$ cat config.mk
export PLATFORM = sky130hd
export DESIGN_NAME = bscan_chain
export DESIGN_NICKNAME = d
export VERILOG_FILES = /design/src/rtl/bscan_pkg.sv /design/src/rtl/bscan_ctrl.sv /design/src/rtl/bscan_path.sv /design/src/rtl/bscan_pinmux.sv /design/src/rtl/bscan_chain.sv
export SDC_FILE = /design/constraint.sdc
export NUM_CORES = 1
export LEC_CHECK = 0
export BUFFER_PORTS_ARGS = -buffer_cell sky130_fd_sc_hd__buf_2
export CORE_AREA = 3 3 51 53
export DETAILED_ROUTE_END_ITERATION = 16
export DIE_AREA = 0 0 54 56
export PLACE_DENSITY = 0.83
export SETUP_SLACK_MARGIN = 0.05
export SLEW_MARGIN = 40
export SYNTH_ARGS = -nofsm -noshare
export SYNTH_HDL_FRONTEND = slang
export SYNTH_HIERARCHICAL = 1
export SYNTH_SLANG_ARGS = --single-unit
export TNS_END_PERCENT = 50
$ cat constraint.sdc
create_clock -name tck -period 0.85 [get_ports tck]
set_input_delay 0 -clock tck [delete_from_list [all_inputs] [get_ports tck]]
set_output_delay 0 -clock tck [all_outputs]
set_load 0.1 [all_outputs]
$ cat src/rtl/bscan_pkg.sv
package bscan_pkg;

  // Strobes from the control module to the cell datapath.
  typedef struct packed {
    logic capture;
    logic shift;
    logic update;
  } scanStb_t;

  // Pin multiplexer controls.
  typedef struct packed {
    logic useHold;
    logic forceOff;
  } pinMode_t;

endpackage

$ cat src/rtl/bscan_ctrl.sv
module bscan_ctrl
  import bscan_pkg::*;
(
  input  logic     tck,
  input  logic     rstN,
  input  logic     captureDr,
  input  logic     shiftDr,
  input  logic     updateDr,
  input  logic     chainSel,
  input  logic     testMode,
  input  logic     forceTristate,
  output scanStb_t stb,
  output pinMode_t mode
);

  // Capture outranks shift; update acts only when neither is present.
  always_comb begin
    stb.capture = chainSel & captureDr;
    stb.shift   = chainSel & shiftDr & ~captureDr;
    stb.update  = chainSel & updateDr & ~captureDr & ~shiftDr;
  end

  // Reset forces normal mode at once, without waiting for a clock.
  always_comb begin
    mode.useHold  = testMode & rstN;
    mode.forceOff = forceTristate;
  end

  // at most one strobe reaches the datapath
  p_one_strobe_r10: assert property (@(posedge tck) disable iff (!rstN)
    $onehot0(stb));

  // a deselected chain sees no strobe
  p_unselected_quiet_r9: assert property (@(posedge tck) disable iff (!rstN)
    !chainSel |-> (stb == '0));

endmodule

$ cat src/rtl/bscan_path.sv
module bscan_path
  import bscan_pkg::*;
#(
  parameter int NUM_IN   = 3,
  parameter int NUM_GRP  = 2,
  parameter int GRP_SIZE = 2
) (
  input  logic                       tck,
  input  logic                       rstN,
  input  scanStb_t                   stb,
  input  logic                       scanIn,
  input  logic [NUM_IN-1:0]          pinIn,
  input  logic [NUM_GRP-1:0]         coreOe,
  input  logic [NUM_GRP*GRP_SIZE-1:0] coreOut,
  output logic                       scanOut,
  output logic [NUM_IN-1:0]          holdIn,
  output logic [NUM_GRP-1:0]         holdOe,
  output logic [NUM_GRP*GRP_SIZE-1:0] holdOut
);

  localparam int NUM_OUT  = NUM_GRP * GRP_SIZE;
  localparam int CTL_BASE = NUM_IN;
  localparam int OUT_BASE = NUM_IN + NUM_GRP;
  localparam int LEN      = NUM_IN + NUM_GRP + NUM_OUT;

  logic [LEN-1:0] capVec;
  logic [LEN-1:0] shiftQ;
  logic [LEN-1:0] holdQ;

  // Order from scanOut: input cells, control cells, output cells.
  assign capVec = {coreOut, coreOe, pinIn};

  for (genvar i = 0; i < LEN; i++) begin : g_cell
    logic serIn;
    logic shBit;
    logic hdBit;

    if (i == LEN - 1) begin : g_head
      assign serIn = scanIn;
    end else begin : g_body
      assign serIn = shiftQ[i+1];
    end

    // Serial stage on the rising test clock.
    always_ff @(posedge tck or negedge rstN) begin
      if (!rstN)            shBit <= 1'b0;
      else if (stb.capture) shBit <= capVec[i];
      else if (stb.shift)   shBit <= serIn;
    end

    // Parallel hold stage on the falling test clock.
    always_ff @(negedge tck or negedge rstN) begin
      if (!rstN)           hdBit <= 1'b0;
      else if (stb.update) hdBit <= shBit;
    end

    assign shiftQ[i] = shBit;
    assign holdQ[i]  = hdBit;
  end

  assign scanOut = shiftQ[0];
  assign holdIn  = holdQ[CTL_BASE-1:0];
  assign holdOe  = holdQ[OUT_BASE-1:CTL_BASE];
  assign holdOut = holdQ[LEN-1:OUT_BASE];

  // a capture loads the whole pad/core vector
  p_capture_load_r3: assert property (@(posedge tck) disable iff (!rstN)
    stb.capture |=> (shiftQ == $past(capVec)));

  // a shift moves every cell one place toward scanOut
  p_shift_step_r4: assert property (@(posedge tck) disable iff (!rstN)
    stb.shift |=> (shiftQ[LEN-2:0] == $past(shiftQ[LEN-1:1])));

  // the hold stage does not move without an update
  p_hold_stable_r6: assert property (@(posedge tck) disable iff (!rstN)
    !stb.update |-> $stable(holdQ));

endmodule

$ cat src/rtl/bscan_pinmux.sv
module bscan_pinmux
  import bscan_pkg::*;
#(
  parameter int NUM_IN   = 3,
  parameter int NUM_GRP  = 2,
  parameter int GRP_SIZE = 2
) (
  input  logic                        tck,
  input  logic                        rstN,
  input  pinMode_t                    mode,
  input  logic [NUM_IN-1:0]           pinIn,
  input  logic [NUM_GRP*GRP_SIZE-1:0] coreOut,
  input  logic [NUM_GRP-1:0]          coreOe,
  input  logic [NUM_IN-1:0]           holdIn,
  input  logic [NUM_GRP*GRP_SIZE-1:0] holdOut,
  input  logic [NUM_GRP-1:0]          holdOe,
  output logic [NUM_IN-1:0]           coreIn,
  output logic [NUM_GRP*GRP_SIZE-1:0] pinOut,
  output logic [NUM_GRP-1:0]          pinOe
);

  assign coreIn = mode.useHold ? holdIn : pinIn;

  for (genvar g = 0; g < NUM_GRP; g++) begin : g_grp
    assign pinOut[g*GRP_SIZE +: GRP_SIZE] = mode.useHold ?
      holdOut[g*GRP_SIZE +: GRP_SIZE] : coreOut[g*GRP_SIZE +: GRP_SIZE];
    assign pinOe[g] = ~mode.forceOff & (mode.useHold ? holdOe[g] : coreOe[g]);
  end

  // forced tristate clears every pad enable
  p_tristate_all_r8: assert property (@(posedge tck) disable iff (!rstN)
    mode.forceOff |-> (pinOe == '0));

  // normal mode connects core and pads straight through
  p_normal_pass_r2: assert property (@(posedge tck) disable iff (!rstN)
    !mode.useHold |-> (pinOut == coreOut && coreIn == pinIn));

endmodule

$ cat src/rtl/bscan_chain.sv
module bscan_chain
  import bscan_pkg::*;
#(
  parameter int NUM_IN   = 3,
  parameter int NUM_GRP  = 2,
  parameter int GRP_SIZE = 2
) (
  input  logic                        tck,
  input  logic                        tapResetN,
  input  logic                        captureDr,
  input  logic                        shiftDr,
  input  logic                        updateDr,
  input  logic                        chainSel,
  input  logic                        testMode,
  input  logic                        forceTristate,
  input  logic                        scanIn,
  output logic                        scanOut,
  input  logic [NUM_IN-1:0]           pinIn,
  output logic [NUM_IN-1:0]           coreIn,
  input  logic [NUM_GRP*GRP_SIZE-1:0] coreOut,
  input  logic [NUM_GRP-1:0]          coreOe,
  output logic [NUM_GRP*GRP_SIZE-1:0] pinOut,
  output logic [NUM_GRP-1:0]          pinOe
);

  localparam int NUM_OUT = NUM_GRP * GRP_SIZE;

  scanStb_t            stb;
  pinMode_t            mode;
  logic [NUM_IN-1:0]   holdIn;
  logic [NUM_GRP-1:0]  holdOe;
  logic [NUM_OUT-1:0]  holdOut;

  bscan_ctrl u_ctrl (
    .tck           (tck),
    .rstN          (tapResetN),
    .captureDr     (captureDr),
    .shiftDr       (shiftDr),
    .updateDr      (updateDr),
    .chainSel      (chainSel),
    .testMode      (testMode),
    .forceTristate (forceTristate),
    .stb           (stb),
    .mode          (mode)
  );

  bscan_path #(.NUM_IN(NUM_IN), .NUM_GRP(NUM_GRP), .GRP_SIZE(GRP_SIZE)) u_path (
    .tck     (tck),
    .rstN    (tapResetN),
    .stb     (stb),
    .scanIn  (scanIn),
    .pinIn   (pinIn),
    .coreOe  (coreOe),
    .coreOut (coreOut),
    .scanOut (scanOut),
    .holdIn  (holdIn),
    .holdOe  (holdOe),
    .holdOut (holdOut)
  );

  bscan_pinmux #(.NUM_IN(NUM_IN), .NUM_GRP(NUM_GRP), .GRP_SIZE(GRP_SIZE)) u_pinmux (
    .tck     (tck),
    .rstN    (tapResetN),
    .mode    (mode),
    .pinIn   (pinIn),
    .coreOut (coreOut),
    .coreOe  (coreOe),
    .holdIn  (holdIn),
    .holdOut (holdOut),
    .holdOe  (holdOe),
    .coreIn  (coreIn),
    .pinOut  (pinOut),
    .pinOe   (pinOe)
  );

endmodule

Word level (Yosys, flattened, before mapping)
Cells that the tools add are included.
{"block": "classes", "reduce_logical": 1, "bitwise": 12, "n_mux": 23}
{"operator": "$mux W1", "count": 20}
{"operator": "$and A1 B1 Y1", "count": 9}
{"operator": "$mux W2", "count": 2}
{"operator": "$mux W3", "count": 1}
{"operator": "$not A1 Y1", "count": 3}
{"operator": "$reduce_bool A2 Y1", "count": 1}
{"block": "word_totals", "inputBits": 18, "out_inout_bits": 10, "elab_cells": 54, "regBits": 18}

Logic depth before layout (Yosys ltp)
Gate-level depths: netlist of the first run.
{"block": "depth", "word_depth": 4, "ltp_mapped": 5, "mapped_depth_nobuf": 3}

Cells and area by module
The synthesis of the first run kept the hierarchy.
{"module": "bscan_path", "cells_per_inst": 67, "instances": 1, "seq_area_each_um2": 450.4, "area_each_um2": 870.8}
{"module": "bscan_pinmux", "cells_per_inst": 12, "instances": 1, "seq_area_each_um2": 0.0, "area_each_um2": 143.9}
{"module": "bscan_ctrl", "cells_per_inst": 5, "instances": 1, "seq_area_each_um2": 0.0, "area_each_um2": 43.8}

==> results of run 1 <==
area by class of cell:
| class | count | area [um2] |
|---|---|---|
| clock buffer | 4 | 26.3 |
| fill | 129 | 526 |
| multi-input combinational | 51 | 507 |
| sequential | 18 | 454 |
| tap | 28 | 35.0 |
| timing repair buffer | 63 | 643 |
Yosys cell counts (2+ instances only):
| cell type | n |
|---|---|
| nor2_1 | 2 |
| o21ai_1 | 7 |
| mux2_4 | 16 |
| dfrtp_1 | 9 |
| buf_6 | 4 |
| buf_4 | 11 |
| nand2_1 | 9 |
| dfrtn_1 | 9 |
| o21ai_2 | 2 |
| mux2i_1 | 11 |
stage by stage:
stage / util [%] / worst slack [ns] / power, mW / instance area, um2
detailed placement: 65.5 / -0.614 / 2.68 / 1440
global placement: 65.5 / -0.590 / 2.62 / 1440
global route: 76.0 / -0.756 / 3.51 / 1670
CTS: 73.8 / -0.697 / 3.24 / 1620
floorplan: - / -0.635 / 2.25 / 1080
finish: 76.0 / -0.695 / 3.35 / 1670
placed cells by master (no fill, tap or decap), types with 3 or more instances in the layout:
cell / n
buf_12: 13
buf_2: 17
buf_4: 16
buf_6: 6
clkbuf_4: 3
dfrtn_1: 9
dfrtp_1: 8
dlygate4sd3_1: 11
mux2_4: 16
mux2i_1: 8
mux2i_2: 3
nand2_1: 9
o21ai_1: 7
worst max-delay path: cells and delay by family, from the launching register on:
family	cells	cell delay [ns]
AND/OR/NAND/NOR	1	0.11
flip-flops	1	0.44
multiplexers	1	0.10
buffers and inverters	1	0.18
cell families after synthesis:
logic type / Yosys count
AND/OR/NAND/NOR: 15
flip-flops: 18
multiplexers: 27
AO/OA/AOI/OAI: 9
buffers and inverters: 15
metal layers:
metal / wire length, um / vias to the layer above / global-route usage [%]
met1: 1050 / 382 / 22.1
li1: - / 387 / -
met4: 38 / 0 / 7.47
met5: 0 / - / 0
met2: 1210 / 28 / 29.2
met3: 134 / 5 / 3.49
final timing paths:
path / end / slack, ns / cells after the start
worst max-delay path: pinOe[1] / -0.70 / 3
worst min-delay path: u_path/scanOut$_DFFE_PN0P_ / 0.20 / 3
worst max register to register: u_path/g_cell[0].hdBit$_DFFE_NN0P_ / -0.47 / 1
worst min register to register: u_path/g_cell[8].hdBit$_DFFE_NN0P_ / 0.48 / 1
max in group asynchronous: u_path/g_cell[3].hdBit$_DFFE_NN0P_ / 0.11 / 3
min in group tck: u_path/scanOut$_DFFE_PN0P_ / 0.26 / 4
sequential cells by signal, summed over array words and instances (netlist names):
signal	count
u_path/scanOut	1
u_path/g_cell.serIn	8
u_path/g_cell.hdBit	9
report_power, final:
part	switching, mW	internal [mW]
registers	0.123	1.07
clock network	0.265	0.183
logic	0.807	0.900
repair_timing:
action	in CTS	in global routing
setup buffers	3	5
hold buffers	11	0
hold endpoints to repair	27	0
setup endpoints to repair	28	28
pin swaps	0	1
resized for setup	6	3
==> results.py, run 1 <==
metrics = {
    "logic_synthesis": {
        "syn_area_mm2": 0.00106,
        "avgSynthCellArea_um2": 12.6,
        "synth_fa_ha_area_share_pct": 0,
        "synth_edf_count": 0,
        "synth_compound_area_share_pct": 4.96,
        "synth_simple_gate_area_share_pct": 7.33,
        "synth.area.mux_share_pct": 33.1,
        "yosysUniqueCellTypes": 14,
        "synth_top_area_share_pct": 22.7,
        "async_flop_share_pct": 100,
        "yosys_warnings": 6,
        "synth_top_family_by_area": "multiplexers",
        "synth_area_leaders": "mux2_4 (23%), dfrtn_1 (21%), dfrtp_1 (21%)",
        "ys.flop_type": "dfrtp_1",
        "syn_nets": 102,
        "synth_xor_xnor_area_share_pct": 0,
        "ys_seq_area_share_pct": 42.6,
        "ys_ff_latch": 18,
        "yosys.area.top_type": "mux2_4",
        "synthCells": 84,
    },
    "placed_design": {
        "routabilityCongestion": 0.767,
        "io_buffers": 27,
        "dp.cells": 141,
        "dp_hpwl_um": 1650,
    },
    "floorplan": {
        "die-height_um": 56,
        "rows": 17,
        "core-area_mm2": 0.00219,
        "io_pins": 28,
        "start_util_pct": 48.3,
        "fp.dieW_um": 54,
        "die-area_mm2": 0.00302,
    },
    "worst_setup_path": {
        "setup.worst_path.start_class": "flip-flop",
        "worst_setup_path_end_kind": "output pin",
        "critPathMaxStageDelay_ns": 0.44,
        "crit-reg2reg-launch": "u_path/scanOut$_DFFE_PN0P_",
        "setup.worst_path.start": "u_path/g_cell[4].hdBit$_DFFE_NN0P_",
        "cpMaxStageDelayCell": "dfrtn_1",
        "worstPathRequired_ns": 0.85,
        "path_max_fanout": 2,
        "path_cells": "mux2i_2, nor2_4, buf_12",
        "path_class": "flip-flop to output pin",
        "cp.arrival_ns": 1.55,
    },
    "grt": {
        "grt_overflow": 0,
        "grt_max_degree": 19,
        "grt_pass1_vias": 850,
        "antenna_found_initial": 0,
        "grt_pass1_wl_um": 3880,
        "track_usage_pct": 17.8,
    },
    "timing": {
        "finalSetupViolCount": 26,
        "relSlewSlack_pct": 77.6,
        "whs_ns": 0.205,
        "report.final.slew_viol_count": 0,
        "rsz0062_at_grt": "true",
        "tightest_slew_ns": 0.336,
        "fin_ws_ns": -0.695,
        "tns_ns": -10.77,
        "fin_skew_ns": 0.00244,
        "finalHoldViolations": 0,
    },
    "cts": {
        "path_clk_slew_ns": 0.10,
        "cts.sinks": 18,
        "clockBufferDepth": 2,
        "clock_latency_ns": 0.30,
        "numCtsBuffers": 3,
        "cts_max_level": 1,
        "root_buffer": "clkbuf_4",
        "cts_tree": "built",
    },
    "power_and_ir_drop": {
        "powerDensity_mw_per_mm2": 2010,
        "peakVddDrop_uv": 1310,
        "p_leak_nw": 0.781,
    },
    "cells_and_area": {
        "nets": 155,
        "diodes": 0,
        "final_cell_count_no_fill": 164,
        "final_layout_size_suffix_gt1_share_pct": 60.3,
        "areaGrowthSynthToFinish_pct": 57.3,
    },
    "route": {
        "routedWlPerCell_um": 14.9,
        "drc": 0,
        "ant_nets": 0,
        "first_pass_iters": 4,
        "wirelength_um": 2440,
        "vias": 802,
        "drt_iter0_drc": 17,
        "routed_via_density": 4.89,
    },
    "run_status": {
        "status": "finished with violations",
        "violations": "setup timing",
    },
    "min_path": {
        "hp-class": "input port to asynchronous set/reset pin",
    },
    "flow_run": {
        "maxCapViolCount": 0,
    },
}
(Power assumes the default switching activity.)
==> run 2: changes to the inputs <==
--- a/config.mk
+++ b/config.mk
@@ -5,11 +5,12 @@
 export SDC_FILE = /design/constraint.sdc
 export NUM_CORES = 1
 export LEC_CHECK = 0
+export ABC_AREA = 1
 export BUFFER_PORTS_ARGS = -buffer_cell sky130_fd_sc_hd__buf_2
 export CORE_AREA = 3 3 51 53
 export DETAILED_ROUTE_END_ITERATION = 16
 export DIE_AREA = 0 0 54 56
-export PLACE_DENSITY = 0.83
+export PLACE_DENSITY_LB_ADDON = 0.12
 export SETUP_SLACK_MARGIN = 0.05
 export SLEW_MARGIN = 40
 export SYNTH_ARGS = -nofsm -noshare
==> results.py, run 2 <==
metrics = {
    "run_status": {
        "status": "finished with violations",
        "violations": "hold timing, setup timing",
    },
    "worst_setup_path": {
        "critPathMaxStageDelay_ns": 0.42,
        "path_delay_family": "flip-flops",
        "cp.arrival_ns": 1.56,
        "ff2ff_setup_slack_ns": -0.31,
        "path_max_fanout": 2,
        "worstPathRequired_ns": 0.85,
        "path_class": "flip-flop to output pin",
        "cpMaxStageDelayCell": "dfrtn_1",
        "critPathBufInv": 2,
        "worst_setup_path_end_kind": "output pin",
        "path_cells": "inv_1, nand2_1, nand2_2, nor2_4, buf_12",
        "setup.worst_path.start_class": "flip-flop",
    },
    "cts": {
        "holdBufCountCts": 11,
        "cts.sinks": 18,
        "cts_tree": "built",
        "root_buffer": "clkbuf_4",
        "clockBufferDepth": 2,
        "numCtsBuffers": 3,
        "clock_latency_ns": 0.28,
        "cts_max_level": 1,
        "path_clk_slew_ns": 0.07,
    },
    "timing": {
        "finalSetupViolCount": 21,
        "finalHoldViolations": 9,
        "fin_skew_ns": 0.00218,
        "relSlewSlack_pct": 68.1,
        "rsz0062_at_grt": "true",
        "tns_ns": -8.27,
        "fin_ws_ns": -0.715,
        "tightest_slew_ns": 0.478,
        "report.final.slew_viol_count": 0,
        "whs_ns": -0.0199,
    },
    "logic_synthesis": {
        "synth_top_family_by_area": "simple AND/OR/NAND/NOR gates",
        "synth_compound_area_share_pct": 8.50,
        "synth_simple_gate_area_share_pct": 27.5,
        "syn_area_mm2": 0.00107,
        "yosys_warnings": 6,
        "ys_ff_latch": 18,
        "avgSynthCellArea_um2": 7.62,
        "synth_xor_xnor_area_share_pct": 0,
        "syn_nets": 159,
        "synth_fa_ha_area_share_pct": 0,
        "synthTopCellsByCount": "nand2_1 (41), inv_1 (23), nand3_1 (18)",
        "synthCells": 141,
        "ys.flop_type": "dfrtp_1",
        "synth.area.mux_share_pct": 0,
        "async_flop_share_pct": 100,
        "synth_area_leaders": "dfrtn_1 (21%), dfrtp_1 (21%), nand2_1 (14%)",
        "ys_seq_area_share_pct": 41.9,
        "synth_top_area_share_pct": 21.0,
        "yosys.area.top_type": "dfrtn_1",
        "yosysUniqueCellTypes": 16,
        "post-synth-top-count-cell": "nand2_1",
        "synth_edf_count": 0,
    },
    "grt": {
        "grt_overflow": 0,
        "grt_max_degree": 19,
        "grt_util_met3_pct": 2.68,
        "antenna_found_initial": 0,
        "grt_pass1_vias": 949,
        "track_usage_pct": 18.7,
        "grt_pass1_wl_um": 4290,
        "use_met1_pct": 25.6,
        "grt.busiest_layer": "met2",
        "met2_usage_pct": 31.0,
    },
    "route": {
        "drc": 0,
        "wirelength_um": 2560,
        "vias": 1007,
        "ant_nets": 0,
        "routedWlPerCell_um": 11.9,
        "first_pass_iters": 6,
        "routed_via_density": 4.68,
        "drt_iter0_drc": 22,
    },
    "power_and_ir_drop": {
        "fin_total_pwr_mw": 2.85,
        "powerDensity_mw_per_mm2": 1700,
        "peakVddDrop_uv": 1120,
        "p_leak_nw": 0.874,
    },
    "floorplan": {
        "start_util_pct": 49.1,
        "io_pins": 28,
        "die-area_mm2": 0.00302,
        "fp.dieW_um": 54,
        "die-height_um": 56,
        "rows": 17,
        "core-area_mm2": 0.00219,
    },
    "placed_design": {
        "dp.cells": 196,
        "dp_hpwl_um": 1770,
        "io_buffers": 27,
        "place_ws_ns": -0.407,
        "routabilityCongestion": 0.780,
    },
    "cells_and_area": {
        "final_cell_count_no_fill": 215,
        "final_common_cell": "nand2_1",
        "areaGrowthSynthToFinish_pct": 55.6,
        "nets": 206,
        "largest_register_ffs": 9,
        "diodes": 0,
        "final_layout_size_suffix_gt1_share_pct": 39.6,
        "top_register": "u_path/g_cell.hdBit",
        "final_cell_mix": "nand2_1 (34), inv_1 (23), buf_2 (17), buf_4 (17), nand3_1 (15)",
    },
    "flow_run": {
        "maxCapViolCount": 0,
    },
    "min_path": {
        "hp-class": "input port to asynchronous set/reset pin",
    },
}
[run 2: worst paths after layout]
kind,start,endpoint,cells past startpoint
max in group asynchronous,tapResetN,u_path/scanOut$_DFFE_PN0P_,3
min,tapResetN,u_path/g_cell[6].hdBit$_DFFE_NN0P_,2
min in group tck,captureDr,u_path/g_cell[2].serIn$_DFFE_PN0P_,6
max,u_path/g_cell[3].hdBit$_DFFE_NN0P_,pinOe[0],5
max reg2reg,u_path/scanOut$_DFFE_PN0P_,u_path/g_cell[0].hdBit$_DFFE_NN0P_,2
min reg2reg,u_path/g_cell[0].hdBit$_DFFE_NN0P_,u_path/g_cell[0].hdBit$_DFFE_NN0P_,2
[run 2: through the flow]
stage	hold WS, ns	area, um2	utilization (%)
2_1_floorplan	-0.296	1150	-
3_3_place_gp	0.0298	1470	67.2
3_5_place_dp	0.0322	1470	67.2
4_1_cts	-0.0102	1620	73.8
5_1_grt	-0.0250	1670	76.4
6_report	-0.0199	1670	76.4
[run 2: power by group]
| group | switching [mW] | leakage, nW | internal, mW |
|---|---|---|---|
| registers | 0.105 | 0.223 | 1.03 |
| logic | 0.727 | 0.636 | 0.544 |
| clock network | 0.256 | 0.0150 | 0.182 |
| total | 1.09 | 0.874 | 1.76 |
[run 2: repair_timing]
item | CTS | global route
gates cloned | 0 | 0
setup buffers | 0 | 4
pin swaps | 1 | 9
gates resized for setup | 5 | 7
endpoints found under the setup margin | 21 | 35
endpoints found under the hold margin | 18 | 9
[run 2: logic make-up after synthesis]
| kind of cell | count (synthesis) |
|---|---|
| buffers and inverters | 40 |
| AOI/OAI and AO/OA | 16 |
| and+or+nand+nor | 67 |
| DFF | 18 |
[run 2: final cells by class]
type	instances	area, um2
Multi-Input combinational cell	83	490
Inverter	24	90.1
Fill cell	154	518
Tap cell	28	35.0
Clock buffer	4	26.3
Timing Repair Buffer	58	577
Sequential cell	18	454
[run 2: metal layers]
metal / vias up / share of wire, %
li1: 513 / -
met2: 25 / 52
met1: 467 / 43
met5: - / 0
met4: 0 / 0.55
met3: 2 / 4.1
